## src/rtl/gpio_pkg.sv

```systemverilog
package gpio_pkg;

    localparam int FN_SLOTS  = 16;
    localparam int SEL_W     = 4;
    localparam int CFG_W     = 8;
    localparam int ADDR_W    = 8;
    localparam int DATA_W    = 32;

    localparam logic [ADDR_W-1:0] ADR_DIR = 8'h00;
    localparam logic [ADDR_W-1:0] ADR_OUT = 8'h04;
    localparam logic [ADDR_W-1:0] ADR_IN  = 8'h08;

    typedef struct packed {
        logic [1:0] drive;
        logic [1:0] slew;
        logic       odrain;
        logic       pull;
        logic       inen;
        logic       muxen;
    } pin_cfg_t;

    typedef enum logic [2:0] {
        RG_NONE,
        RG_DIR,
        RG_OUT,
        RG_IN,
        RG_SEL,
        RG_CFG
    } reg_region_e;

    typedef enum logic [1:0] {
        SRC_PORT,
        SRC_PERIPH,
        SRC_PARK
    } drive_src_e;

    function automatic logic sel_reserved(input logic [SEL_W-1:0] s);
        return (s == 4'hD) || (s == 4'hE);
    endfunction

endpackage

```

## src/rtl/gpio_addr_decode.sv

```systemverilog
module gpio_addr_decode #(
    parameter int NPIN = 32
) (
    input  logic [gpio_pkg::ADDR_W-1:0] addr,
    output gpio_pkg::reg_region_e       region,
    output logic [4:0]                  idx
);
    import gpio_pkg::*;

    reg_region_e raw;

    always_comb begin
        raw = RG_NONE;
        idx = addr[4:0];
        unique case (addr[7:5])
            3'b000: begin
                if (addr == ADR_DIR)      raw = RG_DIR;
                else if (addr == ADR_OUT) raw = RG_OUT;
                else if (addr == ADR_IN)  raw = RG_IN;
                else                      raw = RG_NONE;
            end
            3'b001:  raw = RG_SEL;
            3'b010:  raw = RG_CFG;
            default: raw = RG_NONE;
        endcase
    end

    always_comb begin
        region = raw;
        if ((raw == RG_SEL || raw == RG_CFG) && (32'(idx) >= NPIN))
            region = RG_NONE;
    end

endmodule

```

## src/rtl/gpio_cfg_regs.sv

```systemverilog
module gpio_cfg_regs #(
    parameter int          NPIN      = 32,
    parameter logic [31:0] SLEW_MASK = 32'hC020_001F
) (
    input  logic                          clk,
    input  logic                          rst_n,
    input  gpio_pkg::reg_region_e         region,
    input  logic [4:0]                    idx,
    input  logic [gpio_pkg::DATA_W-1:0]   wdata,
    input  logic                          we,
    input  logic [NPIN-1:0]               pad_in,
    output logic [gpio_pkg::DATA_W-1:0]   rdata,
    output logic [NPIN*8-1:0]             cfg_flat,
    output logic [NPIN*4-1:0]             sel_flat,
    output logic [NPIN-1:0]               dir_o,
    output logic [NPIN-1:0]               out_o
);
    import gpio_pkg::*;

    localparam int IDX_W = (NPIN > 1) ? $clog2(NPIN) : 1;

    logic [CFG_W-1:0] cfg_q [NPIN];
    logic [SEL_W-1:0] sel_q [NPIN];
    logic [NPIN-1:0]  dir_q;
    logic [NPIN-1:0]  out_q;
    logic [NPIN-1:0]  in_q;
    logic [NPIN-1:0]  inen_vec;
    logic [DATA_W-1:0] rd_next;
    logic [IDX_W-1:0] pidx;
    logic [CFG_W-1:0] cfg_wr;

    assign pidx = idx[IDX_W-1:0];

    always_comb begin
        cfg_wr = wdata[CFG_W-1:0];
        if (!SLEW_MASK[idx]) cfg_wr[5:4] = 2'b00;
    end

    always_ff @(posedge clk or negedge rst_n) begin
        if (!rst_n) begin
            dir_q <= '0;
            out_q <= '0;
            for (int i = 0; i < NPIN; i++) begin
                cfg_q[i] <= '0;
                sel_q[i] <= '0;
            end
        end else if (we) begin
            unique case (region)
                RG_DIR:  dir_q       <= wdata[NPIN-1:0];
                RG_OUT:  out_q       <= wdata[NPIN-1:0];
                RG_SEL:  sel_q[pidx] <= wdata[SEL_W-1:0];
                RG_CFG:  cfg_q[pidx] <= cfg_wr;
                RG_IN, RG_NONE: ;
                default: ;
            endcase
        end
    end

    generate
        for (genvar g = 0; g < NPIN; g++) begin : g_flat
            assign cfg_flat[g*8 +: 8] = cfg_q[g];
            assign sel_flat[g*4 +: 4] = sel_q[g];
            assign inen_vec[g]        = cfg_q[g][1];
        end
    endgenerate

    always_ff @(posedge clk or negedge rst_n) begin
        if (!rst_n) in_q <= '0;
        else        in_q <= pad_in & inen_vec;
    end

    always_comb begin
        rd_next = '0;
        unique case (region)
            RG_DIR:  rd_next = 32'(dir_q);
            RG_OUT:  rd_next = 32'(out_q);
            RG_IN:   rd_next = 32'(in_q);
            RG_SEL:  rd_next = 32'(sel_q[pidx]);
            RG_CFG:  rd_next = 32'(cfg_q[pidx]);
            RG_NONE: rd_next = '0;
            default: rd_next = '0;
        endcase
    end

    always_ff @(posedge clk or negedge rst_n) begin
        if (!rst_n) rdata <= '0;
        else        rdata <= rd_next;
    end

    assign dir_o = dir_q;
    assign out_o = out_q;

    // a pin whose input enable was clear never shows a sampled level
    a_r6_in_gated: assert property (@(posedge clk) disable iff (!rst_n)
        (in_q & ~$past(inen_vec)) == '0);

    // an unmapped or out-of-range address reads back as zero
    a_r10_oob_read: assert property (@(posedge clk) disable iff (!rst_n)
        ($past(region) == RG_NONE) |-> (rdata == '0));

    // slew bits never reach storage on pins without the field
    generate
        for (genvar g = 0; g < NPIN; g++) begin : g_slew_chk
            a_r8_slew_store: assert property (@(posedge clk) disable iff (!rst_n)
                SLEW_MASK[g] || (cfg_q[g][5:4] == 2'b00));
        end
    endgenerate

endmodule

```

## src/rtl/gpio_pin_mux.sv

```systemverilog
module gpio_pin_mux (
    input  logic                          muxen,
    input  logic [gpio_pkg::SEL_W-1:0]    sel,
    input  logic                          dir_bit,
    input  logic                          out_bit,
    input  logic                          pull_bit,
    input  logic [gpio_pkg::FN_SLOTS-1:0] fn_oe,
    input  logic [gpio_pkg::FN_SLOTS-1:0] fn_out,
    output logic                          oe,
    output logic                          out,
    output logic                          pull_en
);
    import gpio_pkg::*;

    drive_src_e src;

    always_comb begin
        if (!muxen)                 src = SRC_PORT;
        else if (sel_reserved(sel)) src = SRC_PARK;
        else                        src = SRC_PERIPH;
    end

    always_comb begin
        oe  = 1'b0;
        out = 1'b0;
        unique case (src)
            SRC_PORT: begin
                oe  = dir_bit;
                out = out_bit;
            end
            SRC_PERIPH: begin
                oe  = fn_oe[sel];
                out = fn_out[sel];
            end
            SRC_PARK: begin
                oe  = 1'b0;
                out = 1'b0;
            end
            default: begin
                oe  = 1'b0;
                out = 1'b0;
            end
        endcase
        pull_en = pull_bit & ~oe;
    end

endmodule

```

## src/rtl/gpio_port_group.sv

```systemverilog
module gpio_port_group #(
    parameter int          NPIN      = 32,
    parameter logic [31:0] SLEW_MASK = 32'hC020_001F
) (
    input  logic                 clk,
    input  logic                 rst_n,
    input  logic [7:0]           bus_addr,
    input  logic [31:0]          bus_wdata,
    input  logic                 bus_we,
    output logic [31:0]          bus_rdata,
    input  logic [NPIN*16-1:0]   periph_oe,
    input  logic [NPIN*16-1:0]   periph_out,
    input  logic [NPIN-1:0]      pad_in,
    output logic [NPIN-1:0]      pad_oe,
    output logic [NPIN-1:0]      pad_out,
    output logic [NPIN-1:0]      pad_pull_en,
    output logic [NPIN-1:0]      pad_odrain,
    output logic [NPIN*2-1:0]    pad_slew,
    output logic [NPIN*2-1:0]    pad_drive
);
    import gpio_pkg::*;

    reg_region_e        region;
    logic [4:0]         idx;
    logic [NPIN*8-1:0]  cfg_flat;
    logic [NPIN*4-1:0]  sel_flat;
    logic [NPIN-1:0]    dir_v;
    logic [NPIN-1:0]    out_v;

    gpio_addr_decode #(.NPIN(NPIN)) u_dec (
        .addr   (bus_addr),
        .region (region),
        .idx    (idx)
    );

    gpio_cfg_regs #(.NPIN(NPIN), .SLEW_MASK(SLEW_MASK)) u_regs (
        .clk      (clk),
        .rst_n    (rst_n),
        .region   (region),
        .idx      (idx),
        .wdata    (bus_wdata),
        .we       (bus_we),
        .pad_in   (pad_in),
        .rdata    (bus_rdata),
        .cfg_flat (cfg_flat),
        .sel_flat (sel_flat),
        .dir_o    (dir_v),
        .out_o    (out_v)
    );

    generate
        for (genvar p = 0; p < NPIN; p++) begin : g_pin
            pin_cfg_t c;
            assign c = pin_cfg_t'(cfg_flat[p*8 +: 8]);

            gpio_pin_mux u_mux (
                .muxen    (c.muxen),
                .sel      (sel_flat[p*4 +: 4]),
                .dir_bit  (dir_v[p]),
                .out_bit  (out_v[p]),
                .pull_bit (c.pull),
                .fn_oe    (periph_oe[p*16 +: 16]),
                .fn_out   (periph_out[p*16 +: 16]),
                .oe       (pad_oe[p]),
                .out      (pad_out[p]),
                .pull_en  (pad_pull_en[p])
            );

            assign pad_odrain[p]      = c.odrain;
            assign pad_slew[p*2 +: 2] = c.slew;
            assign pad_drive[p*2 +: 2] = c.drive;

            // pull resistor only on a pin that is not driving
            a_r5_pull_input: assert property (@(posedge clk) disable iff (!rst_n)
                !(pad_pull_en[p] && pad_oe[p]));

            // reserved function codes never drive the pad
            a_r9_rsvd_park: assert property (@(posedge clk) disable iff (!rst_n)
                (c.muxen && sel_reserved(sel_flat[p*4 +: 4])) |-> (!pad_oe[p] && !pad_out[p]));

            // pins without the slew field present the fast code
            a_r8_slew_pad: assert property (@(posedge clk) disable iff (!rst_n)
                SLEW_MASK[p] || (pad_slew[p*2 +: 2] == 2'b00));
        end
    endgenerate

endmodule

```

## config.mk

```make
export PLATFORM = sky130hd
export DESIGN_NAME = gpio_port_group
export DESIGN_NICKNAME = d
export VERILOG_FILES = /design/src/rtl/gpio_pkg.sv /design/src/rtl/gpio_addr_decode.sv /design/src/rtl/gpio_cfg_regs.sv /design/src/rtl/gpio_pin_mux.sv /design/src/rtl/gpio_port_group.sv
export SDC_FILE = /design/constraint.sdc
export NUM_CORES = 1
export LEC_CHECK = 0
export BUFFER_PORTS_ARGS = -buffer_cell sky130_fd_sc_hd__buf_2
export CAP_MARGIN = 20
export CORE_AREA = 2 2 545 547
export DETAILED_ROUTE_END_ITERATION = 10
export DIE_AREA = 0 0 547 549
export HOLD_SLACK_MARGIN = 0.15
export PLACE_DENSITY_LB_ADDON = 0.3
export SLEW_MARGIN = 20
export SYNTH_ARGS = -nofsm -noshare
export SYNTH_HDL_FRONTEND = slang
export SYNTH_SLANG_ARGS = --single-unit
```

## constraint.sdc

```tcl
create_clock -name clk -period 2 [get_ports clk]
set_input_delay 0.1 -clock clk [delete_from_list [all_inputs] [get_ports clk]]
set_output_delay 0.1 -clock clk [all_outputs]
set_load 0.01 [all_outputs]
```

==> impl_metrics.env, run 1 <==
export IMPL_status="finished with violations"
export IMPL_violations="negative setup slack"
export IMPL_place_gp_congestion=0.981
export IMPL_synth_compound_area_frac=0.0344
export IMPL_dieArea_sq_um=300000
export IMPL_synth_top_area_frac=0.378
export IMPL_cpPeakStageDelay_ns=0.56
export IMPL_area_delta_synth_final_pct=62.2
export IMPL_path_class="reg -> out"
export IMPL_drive_above_1_share=0.716
export IMPL_hold_viol_final=0
export IMPL_critPathMostFrequentCell="mux4_2"
export IMPL_overflow=0
export IMPL_cp_data_arrival_time_ns=2.72
export IMPL_ys_warn_count=0
export IMPL_grt_max_degree=67
export IMPL_crit_family="multiplexers"
export IMPL_cp_startpoint="u_regs.sel_flat[8]$_DFFE_PN0P_"
export IMPL_num_vias=30400
export IMPL_cts_tree="done"
export IMPL_synth_area_leader_cell="dfrtp_1"
export IMPL_async_reset_ff_frac=1.00
export IMPL_synth_xor_area_frac=0.00828
export IMPL_first_global_vias=33300
export IMPL_yosysMostFrequentCell="dfrtp_1"
export IMPL_worst_pin_slew_ns=0.784
export IMPL_start_util=0.115
export IMPL_rows=200
export IMPL_fillers=32500
export IMPL_die_x_microns=547
export IMPL_syn_area_sq_um=33900
export IMPL_endpoint_kind="output port"
export IMPL_dpl_hpwl_microns=212000
export IMPL_ys_seq_area_frac=0.378
export IMPL_rsz0062_at_grt="true"
export IMPL_cts_buffers=72
export IMPL_p_leak_nw=24.8
export IMPL_cts_root_buffer="clkbuf_16"
export IMPL_synth_ff_type="dfrtp_1"
export IMPL_setup_viol=98
export IMPL_drt_initial_drc_count=1636
export IMPL_drt_vias_per_instance=3.65
export IMPL_synth_seq_cells=512
export IMPL_postRouteAntennaNets=0
export IMPL_grt_pass1_wl_microns=322000
export IMPL_ir_drop_uv=530
export IMPL_netlist_top_cells_area="dfrtp_1 38%, mux4_2 27%, mux2_2 12%"
export IMPL_synth_mux_area_frac=0.431
export IMPL_hold_path_endpoint="u_regs.in_q[28]$_DFF_PN0_"
export IMPL_crit_buf_inv=3
export IMPL_finalCriticalPeriod_ns=2.82
export IMPL_cts_buffer_depth=3
export IMPL_start_kind="flop"
export IMPL_design_portCount=1387
export IMPL_crit_chain="buf_6, mux4_2, mux4_2, inv_2, o22ai_2, nor2_1, buf_2"
export IMPL_clkTransAtPathRegs_ns=0.06
export IMPL_synthAdderAreaFrac=0
export IMPL_drv_slew=0
export IMPL_yosys_area_share_simple=0.0583
export IMPL_syn_area_per_cell_sq_um=13.5
export IMPL_wl_per_cell_microns=29.8
export IMPL_ys_types=41
export IMPL_cts_max_level=3
export IMPL_worst_slack_ns=-0.818
export IMPL_place_detailed_instances=7980
export IMPL_clock_sinks=512
export IMPL_port_buffers=1386
export IMPL_hold_start="pad_in[28]"
export IMPL_synthCells=2516
export IMPL_whs_path_depth=3
export IMPL_final_cells=8327
export IMPL_slew_headroom=0.474
export IMPL_dr_pass1_iters=7
export IMPL_drc=0
export IMPL_grt_antenna_before_repair=114
export IMPL_fin_skew_ns=0.0232
export IMPL_synth_top_family_by_area="multiplexers"
export IMPL_clock_latency_ns=0.71
export IMPL_synth_edff_count=0
export IMPL_routed_wl_microns=248000
export IMPL_fin_crit_sh=1.41
export IMPL_die_h_microns=549
export IMPL_fin_setup_tns_ns=-66.08
export IMPL_cp_max_fo=4
export IMPL_grt_usage=0.161
export IMPL_maxCapViolations=0
export IMPL_timing_rr_start="u_regs.sel_flat[40]$_DFFE_PN0P_"
export IMPL_crit_required_ns=1.90
export IMPL_cellPowerDensity_nw_per_um2=588
export IMPL_cp_slowest_cell="mux4_2"
export IMPL_final_nets=5365
export IMPL_synth_net_count=3615
export IMPL_ff2ff_setup_slack_ns=-0.14
export IMPL_reg2reg_depth=8
export IMPL_synthTopCellsByCount="512 x dfrtp_1, 405 x mux4_2, 352 x mux2_2, 264 x buf_4, 110 x nor2_1"
export IMPL_reg2reg_to="u_regs.rdata[0]$_DFF_PN0_"
export IMPL_min_path_type="in -> reg"
export IMPL_max_freq_mhz=355
export IMPL_core_sq_um=295000
[metrics by stage]
step	power (mW)	instance area, sq um	setup WS [ns]	utilization	hold WS [ns]
6_report	32.3	54900	-0.818	0.186	0.206
5_1_grt	33.8	54900	-0.959	0.186	0.173
4_1_cts	32.9	54400	-0.974	0.184	0.152
3_5_place_dp	18.2	49000	-0.420	0.166	0.0606
3_3_place_gp	18.2	49000	-0.412	0.166	0.0589
2_1_floorplan	14.2	33900	0.0332	-	-0.196
[worst min-delay path, cell delays in order]
cell           delay, ns
dlygate4sd3_1       0.55
buf_2               0.12
and2_1              0.11
[cell type report]
type                    instances  area [sq um]  area share
inverters                      91           344     0.00627
well taps                    3939          4930      0.0897
flip-flops and latches        512         12800       0.234
clock inverters                38           518     0.00943
multi-input cells            1494         19200       0.349
clock buffers                  90          1920      0.0349
repair buffers               2095         15000       0.273
diodes                         68           170     0.00310
[kinds of logic after synthesis]
group           count (synthesis)
mux                           899
buf+inv                       510
flops                         512
compound gates                184
xor+xnor                       32
simple gates                  379
[metal layers]
layer,part of all wire,global-route usage,up-vias
li1,-,-,12900
met1,0.38,0.178,15800
met2,0.52,0.297,1344
met3,0.055,0.0349,324
met4,0.044,0.0644,24
met5,0.00071,0,-
[sequential cells by signal (all words and copies together) (netlist names)]
register         flops
u_regs.rdata        32
u_regs.in_q         32
u_regs.sel_flat    128
u_regs.dir_o        32
u_regs.cfg_flat    256
u_regs.out_o        32
[report_power, final]
| group | leakage [nW] | switching (mW) | internal, mW | total, mW |
|---|---|---|---|---|
| logic | 16.6 | 3.57 | 3.91 | 7.48 |
| clock network | 1.19 | 5.65 | 7.95 | 13.6 |
| registers | 7.03 | 0.441 | 10.8 | 11.2 |
[how the worst max path moves through the flow]
stage / depth (start not counted) / to / slack, ns
2_1_floorplan: 6 / pad_out[23] / 0.03
3_5_place_dp: 7 / u_regs.rdata[1]$_DFF_PN0_ / -0.42
3_3_place_gp: 7 / u_regs.rdata[1]$_DFF_PN0_ / -0.41
4_1_cts: 7 / pad_pull_en[27] / -0.97
6_report: 7 / pad_pull_en[2] / -0.82
5_1_grt: 7 / pad_pull_en[27] / -0.96
[cell usage in the layout (no fill, tap or decap), types with 28 or more instances in the layout]
| cell | Yosys | routed |
|---|---|---|
| nor2b_1 | 29 | 28 |
| buf_4 | 264 | 426 |
| dfrtp_1 | 512 | 483 |
| buf_12 | 0 | 138 |
| clkbuf_16 | 0 | 73 |
| dlygate4sd3_1 | 0 | 99 |
| buf_6 | 8 | 102 |
| nand3_1 | 59 | 30 |
| mux2_1 | 71 | 71 |
| and2_1 | 60 | 60 |
| dfrtp_2 | 0 | 29 |
| nand2_1 | 70 | 69 |
| nor2_1 | 110 | 105 |
| inv_1 | 91 | 74 |
| mux2_2 | 352 | 330 |
| mux4_2 | 405 | 405 |
| mux2i_1 | 71 | 67 |
| buf_2 | 58 | 1314 |
| a21oi_1 | 61 | 37 |
| diode_2 | 0 | 68 |
[what timing repair did]
item,in CTS,in global routing
hold buffers,100,1
endpoints found under the setup margin,101,182
buffers inserted,42,18
gates resized for setup,353,88
cloned,11,1
pin swaps,56,40
hold endpoints to repair,884,2
Power figures use the tool's default switching activity.
==> inputs of run 2 (changes only) <==
--- a/config.mk
+++ b/config.mk
@@ -7,12 +7,16 @@
 export LEC_CHECK = 0
 export BUFFER_PORTS_ARGS = -buffer_cell sky130_fd_sc_hd__buf_2
 export CAP_MARGIN = 20
-export CORE_AREA = 2 2 545 547
+export CELL_PAD_IN_SITES_DETAIL_PLACEMENT = 1
+export CELL_PAD_IN_SITES_GLOBAL_PLACEMENT = 2
+export CORE_AREA = 2 2 539 541
 export DETAILED_ROUTE_END_ITERATION = 10
-export DIE_AREA = 0 0 547 549
+export DIE_AREA = 0 0 541 543
+export GPL_ROUTABILITY_DRIVEN = 0
 export HOLD_SLACK_MARGIN = 0.15
 export PLACE_DENSITY_LB_ADDON = 0.3
 export SLEW_MARGIN = 20
 export SYNTH_ARGS = -nofsm -noshare
 export SYNTH_HDL_FRONTEND = slang
+export SYNTH_HIERARCHICAL = 1
 export SYNTH_SLANG_ARGS = --single-unit
==> run 2 against run 1 <==
  * Maximum frequency increased by 13%
  * Setup slack better by 0.33 ns
  * Sequential cell count did not move
  * Combinational power increased by 38%
  * First-iteration DRC count down 11%
  * Non-clock buffer count grew 57
  * Die area is 2.2% lower
  * The flow still finishes with violations (negative setup slack)
  * Synthesized area up 3.8%
==> impl_metrics.env, run 2 <==
export IMPL_synth_top_area_frac=0.364
export IMPL_slew_headroom=0.494
export IMPL_dieArea_sq_um=294000
export IMPL_start_kind="flop"
export IMPL_synth_compound_area_frac=0.0739
export IMPL_rsz0062_at_grt="true"
export IMPL_grt_max_degree=72
export IMPL_ys_warn_count=6
export IMPL_first_global_vias=38200
export IMPL_largest_reg_flops=256
export IMPL_final_nets=6128
export IMPL_port_buffers=1386
export IMPL_synthTopCellsByCount="512 x dfrtp_1, 511 x mux2i_1, 425 x mux2_2, 140 x a22oi_1, 132 x nand2_1"
export IMPL_final_util=0.202
export IMPL_fillers=33100
export IMPL_clock_latency_ns=0.71
export IMPL_path_class="reg -> out"
export IMPL_dp_slack_ns=-0.992
export IMPL_finalCriticalPeriod_ns=2.49
export IMPL_synth_area_leader_cell="dfrtp_1"
export IMPL_final_cells=8903
export IMPL_cts_root_buffer="clkbuf_16"
export IMPL_grt_antenna_before_repair=102
export IMPL_fin_skew_ns=0.0285
export IMPL_synth_ff_type="dfrtp_1"
export IMPL_place_detailed_instances=8458
export IMPL_rows=197
export IMPL_worst_slack_ns=-0.485
export IMPL_yosysMostFrequentCell="dfrtp_1"
export IMPL_grt_usage=0.179
export IMPL_drt_initial_drc_count=1460
export IMPL_cpPeakStageDelay_ns=0.60
export IMPL_ir_drop_uv=613
export IMPL_violations="negative setup slack"
export IMPL_overflow=0
export IMPL_num_vias=34900
export IMPL_cellPowerDensity_nw_per_um2=616
export IMPL_core_sq_um=287000
export IMPL_synth_mux_area_frac=0.365
export IMPL_hold_slack_ns=0.221
export IMPL_async_reset_ff_frac=1.00
export IMPL_cts_tree="done"
export IMPL_p_leak_nw=26.1
export IMPL_cts_buffers=75
export IMPL_cp_max_fo=2
export IMPL_die_x_microns=541
export IMPL_dpl_hpwl_microns=227000
export IMPL_wl_per_cell_microns=30.6
export IMPL_clkTransAtPathRegs_ns=0.06
export IMPL_synth_net_count=4139
export IMPL_die_h_microns=543
export IMPL_drc=0
export IMPL_total_power_mw=35.7
export IMPL_drv_slew=0
export IMPL_drt_vias_per_instance=3.92
export IMPL_routed_wl_microns=272000
export IMPL_crit_buf_inv=3
export IMPL_synth_xor_area_frac=0.00847
export IMPL_hold_viol_final=0
export IMPL_cp_data_arrival_time_ns=2.39
export IMPL_mostFrequentLayoutCells="1333 x buf_2, 478 x dfrtp_1, 475 x buf_4"
export IMPL_synthCells=3040
export IMPL_postRouteAntennaNets=0
export IMPL_ys_seq_area_frac=0.364
export IMPL_final_common_cell="buf_2"
export IMPL_worst_pin_slew_ns=0.758
export IMPL_dr_pass1_iters=5
export IMPL_setup_viol=105
export IMPL_yosys_area_share_simple=0.132
export IMPL_ys_types=65
export IMPL_min_path_type="in -> reg"
export IMPL_area_delta_synth_final_pct=64.9
export IMPL_synth_top_family_by_area="multiplexers"
export IMPL_max_freq_mhz=402
export IMPL_status="finished with violations"
export IMPL_syn_area_per_cell_sq_um=11.6
export IMPL_grt_pass1_wl_microns=356000
export IMPL_syn_area_sq_um=35200
export IMPL_fin_crit_sh=1.24
export IMPL_drive_above_1_share=0.612
export IMPL_synthAdderAreaFrac=0
export IMPL_cp_slowest_cell="mux4_2"
export IMPL_clock_sinks=512
export IMPL_netlist_top_cells_area="dfrtp_1 36%, mux2i_1 15%, mux2_2 14%"
export IMPL_synth_seq_cells=512
export IMPL_endpoint_kind="output port"
export IMPL_maxCapViolations=0
export IMPL_crit_required_ns=1.90
export IMPL_cts_buffer_depth=3
export IMPL_start_util=0.122
export IMPL_crit_family="multiplexers"
export IMPL_design_portCount=1387
export IMPL_crit_chain="buf_12, mux4_2, mux2i_1, buf_4, o221ai_2, buf_2"
export IMPL_cts_max_level=3
export IMPL_synth_edff_count=0
run 2: changes by cell type after synthesis, sizes merged, moves of 69 or more:
cell	previous run	this run
mux4	405	115
mux2i	71	511
a22oi	5	140
nand3	60	132
nand2b	0	69
buf	336	183
run 2: routing by layer:
metal | track usage | wire (microns)
met1 | 0.210 | 110000
met2 | 0.320 | 137000
met3 | 0.0397 | 15100
met4 | 0.0576 | 9660
met5 | 0 | 241
run 2: path summary, 6_finish.rpt:
check / startpoint / endpoint / slack [ns] / depth (start not counted)
setup / recovery: u_regs/sel_flat[112]$_DFFE_PN0P_ / pad_out[28] / -0.49 / 6
hold / removal: pad_in[26] / u_regs/in_q[26]$_DFF_PN0_ / 0.22 / 3
setup reg to reg: u_regs/sel_flat[96]$_DFFE_PN0P_ / u_regs/rdata[0]$_DFF_PN0_ / 0.02 / 9
hold reg to reg: u_regs/cfg_flat[1]$_DFFE_PN0P_ / u_regs/in_q[0]$_DFF_PN0_ / 0.52 / 1
max in group asynchronous: rst_n / u_regs/sel_flat[92]$_DFFE_PN0P_ / 0.70 / 5
min in group asynchronous: rst_n / u_regs/cfg_flat[86]$_DFFE_PN0P_ / 0.67 / 4
run 2: logic make-up (layout without fill, tap and decap cells):
group           Yosys count  in the layout
flops                   512            512
compound gates          345            345
other cells               0             36
xor+xnor                 34             34
buf+inv                 273           2319
simple gates            817            817
mux                    1059           1059
run 2: area by class of cell:
type / instances / area [sq um] / area share
Sequential cell: 512 / 12900 / 0.222
Inverter: 33 / 124 / 0.00214
Timing Repair Buffer: 2152 / 15400 / 0.266
Antenna cell: 36 / 90.1 / 0.00155
Multi-Input combinational cell: 2255 / 22200 / 0.384
Tap cell: 3781 / 4730 / 0.0816
Clock inverter: 27 / 339 / 0.00585
Clock buffer: 107 / 2160 / 0.0372
run 2: timing repair:
action,CTS,global route
buffers inserted,134,59
pin swaps,151,133
gates resized for setup,491,248
hold buffers,81,0
setup endpoints to repair,300,333
endpoints found under the hold margin,860,0
gates cloned,16,3
run 2: power breakdown:
group / internal [mW] / switching, mW
clock network: 8.10 / 5.64
registers: 10.9 / 0.719
logic: 5.04 / 5.31
run 2: worst min-delay path: stages:
cell and delay, ns:
dlygate4sd3_1 0.55, buf_2 0.11, and2_1 0.11
run 2: through the flow:
step	TNS (ns)	area, sq um
2_1_floorplan	-37.44	35400
3_3_place_gp	-385.05	50100
3_5_place_dp	-353.44	50100
4_1_cts	-75.35	56400
5_1_grt	-42.30	57900
6_report	-29.24	58000
==> inputs of run 3 (changes only) <==
--- a/config.mk
+++ b/config.mk
@@ -10,6 +10,7 @@
 export CELL_PAD_IN_SITES_DETAIL_PLACEMENT = 1
 export CELL_PAD_IN_SITES_GLOBAL_PLACEMENT = 2
 export CORE_AREA = 2 2 539 541
+export CTS_BUF_LIST = sky130_fd_sc_hd__clkbuf_8
 export DETAILED_ROUTE_END_ITERATION = 10
 export DIE_AREA = 0 0 541 543
 export GPL_ROUTABILITY_DRIVEN = 0
==> run 3 against run 2 <==
  * The flow still finishes with violations (negative setup slack)
  * Register-to-register slack got worse by 0.09 ns
  * Non-clock buffer count rose by 23
  * Critical endpoint is now pad_out[11]
  * Highest routed layer unchanged
  * Critical path type unchanged
  * Sequential cell count did not move
  * Largest cell class unchanged
==> impl_metrics.env, run 3 (synthesized netlist as in run 2, its figures left out) <==
export IMPL_start_kind="flop"
export IMPL_die_x_microns=541
export IMPL_fin_skew_ns=0.0379
export IMPL_path_class="reg -> out"
export IMPL_drv_slew=0
export IMPL_largest_reg_flops=256
export IMPL_cp_data_arrival_time_ns=2.54
export IMPL_cts_root_buffer="clkbuf_8"
export IMPL_rsz0062_at_grt="true"
export IMPL_min_path_type="in -> reg"
export IMPL_fin_area_sq_um=57600
export IMPL_mostFrequentLayoutCells="1334 x buf_2, 478 x dfrtp_1, 469 x buf_4"
export IMPL_num_vias=35100
export IMPL_p_leak_nw=26.0
export IMPL_core_sq_um=287000
export IMPL_clock_sinks=512
export IMPL_hold_slack_ns=0.200
export IMPL_clkTransAtPathRegs_ns=0.06
export IMPL_hold_viol_final=0
export IMPL_cp_max_fo=3
export IMPL_wl_per_cell_microns=30.1
export IMPL_first_global_vias=38600
export IMPL_drive_above_1_share=0.598
export IMPL_dr_pass1_iters=5
export IMPL_dieArea_sq_um=294000
export IMPL_final_util=0.200
export IMPL_cts_tree="done"
export IMPL_reg2reg_depth=7
export IMPL_grt_pass1_wl_microns=356000
export IMPL_drt_vias_per_instance=3.90
export IMPL_grt_max_degree=72
export IMPL_cts_buffers=109
export IMPL_placed_cell_area_sq_um=50100
export IMPL_port_buffers=1386
export IMPL_cellPowerDensity_nw_per_um2=589
export IMPL_clock_latency_ns=0.87
export IMPL_setup_viol=98
export IMPL_drt_initial_drc_count=1401
export IMPL_ir_drop_uv=432
export IMPL_area_delta_synth_final_pct=63.7
export IMPL_worst_pin_slew_ns=0.827
export IMPL_rows=197
export IMPL_fillers=33200
export IMPL_max_freq_mhz=379
export IMPL_design_portCount=1387
export IMPL_grt_usage=0.179
export IMPL_endpoint_kind="output port"
export IMPL_overflow=0
export IMPL_whs_path_depth=6
export IMPL_final_cells=8992
export IMPL_final_common_cell="buf_2"
export IMPL_dp_slack_ns=-0.992
export IMPL_cts_max_level=3
export IMPL_start_util=0.122
export IMPL_fin_crit_sh=1.32
export IMPL_die_h_microns=543
export IMPL_place_detailed_instances=8458
export IMPL_postRouteAntennaNets=0
export IMPL_dpl_hpwl_microns=227000
export IMPL_drc=0
export IMPL_violations="negative setup slack"
export IMPL_routed_wl_microns=270000
export IMPL_final_nets=6185
export IMPL_status="finished with violations"
export IMPL_cts_buffer_depth=3
export IMPL_finalCriticalPeriod_ns=2.64
export IMPL_maxCapViolations=0
export IMPL_crit_required_ns=1.90
export IMPL_slew_headroom=0.446
export IMPL_grt_antenna_before_repair=103
export IMPL_worst_slack_ns=-0.637
==> run 3: report_power, final <==
part | leakage [nW] | switching [mW] | internal, mW
combinational | 17.7 | 5.27 | 5.05
clock | 1.28 | 5.39 | 6.54
sequential | 6.98 | 0.721 | 10.9
total | 26.0 | 11.4 | 22.5
==> run 3: worst paths after layout <==
check / start / end / slack, ns
hold reg to reg: u_regs/cfg_flat[1]$_DFFE_PN0P_ / u_regs/in_q[0]$_DFF_PN0_ / 0.52
setup reg to reg: u_regs/sel_flat[1]$_DFFE_PN0P_ / u_regs/rdata[1]$_DFF_PN0_ / -0.07
hold / removal: bus_addr[5] / u_regs/rdata[9]$_DFF_PN0_ / 0.20
setup / recovery: u_regs/sel_flat[44]$_DFFE_PN0P_ / pad_out[11] / -0.64
max in group asynchronous: rst_n / u_regs/sel_flat[76]$_DFFE_PN0P_ / 0.75
min in group asynchronous: rst_n / u_regs/cfg_flat[86]$_DFFE_PN0P_ / 0.35
==> run 3: area by class of cell <==
class,instances,area [sq um],share of cell area
multi-input combinational,2255,22000,0.382
antenna,46,115,0.00200
tap,3781,4730,0.0822
sequential,512,12900,0.223
clock buffer,131,1800,0.0313
clock inverter,59,414,0.00720
timing repair buffer,2175,15500,0.269
inverter,33,124,0.00215
==> run 3: critical path: stages (launching register included) <==
cell	delay, ns
dfrtp_2	0.47
mux4_2	0.59
mux2i_1	0.19
buf_4	0.17
o221ai_2	0.08
buf_2	0.16
==> run 3: what timing repair did <==
action / CTS / global route
cloned: 16 / 1
endpoints found under the setup margin: 101 / 473
buffers inserted: 120 / 48
hold buffers: 127 / 1
endpoints found under the hold margin: 966 / 31
resized for setup: 440 / 212
pin swaps: 133 / 123
==> run 3: per-layer routing <==
| layer | track usage | routed length [microns] | up-vias |
|---|---|---|---|
| met3 | 0.0395 | 15000 | 319 |
| met1 | 0.210 | 110000 | 17800 |
| li1 | - | - | 15600 |
| met4 | 0.0584 | 9140 | 32 |
| met2 | 0.318 | 136000 | 1272 |
| met5 | 0 | 223 | - |
==> run 3: through the flow <==
stage / power (mW) / TNS (ns)
2_1_floorplan: 15.6 / -37.44
3_5_place_dp: 20.6 / -353.44
4_1_cts: 34.3 / -81.31
5_1_grt: 35.7 / -60.19
6_report: 33.9 / -44.76
3_3_place_gp: 20.5 / -385.05
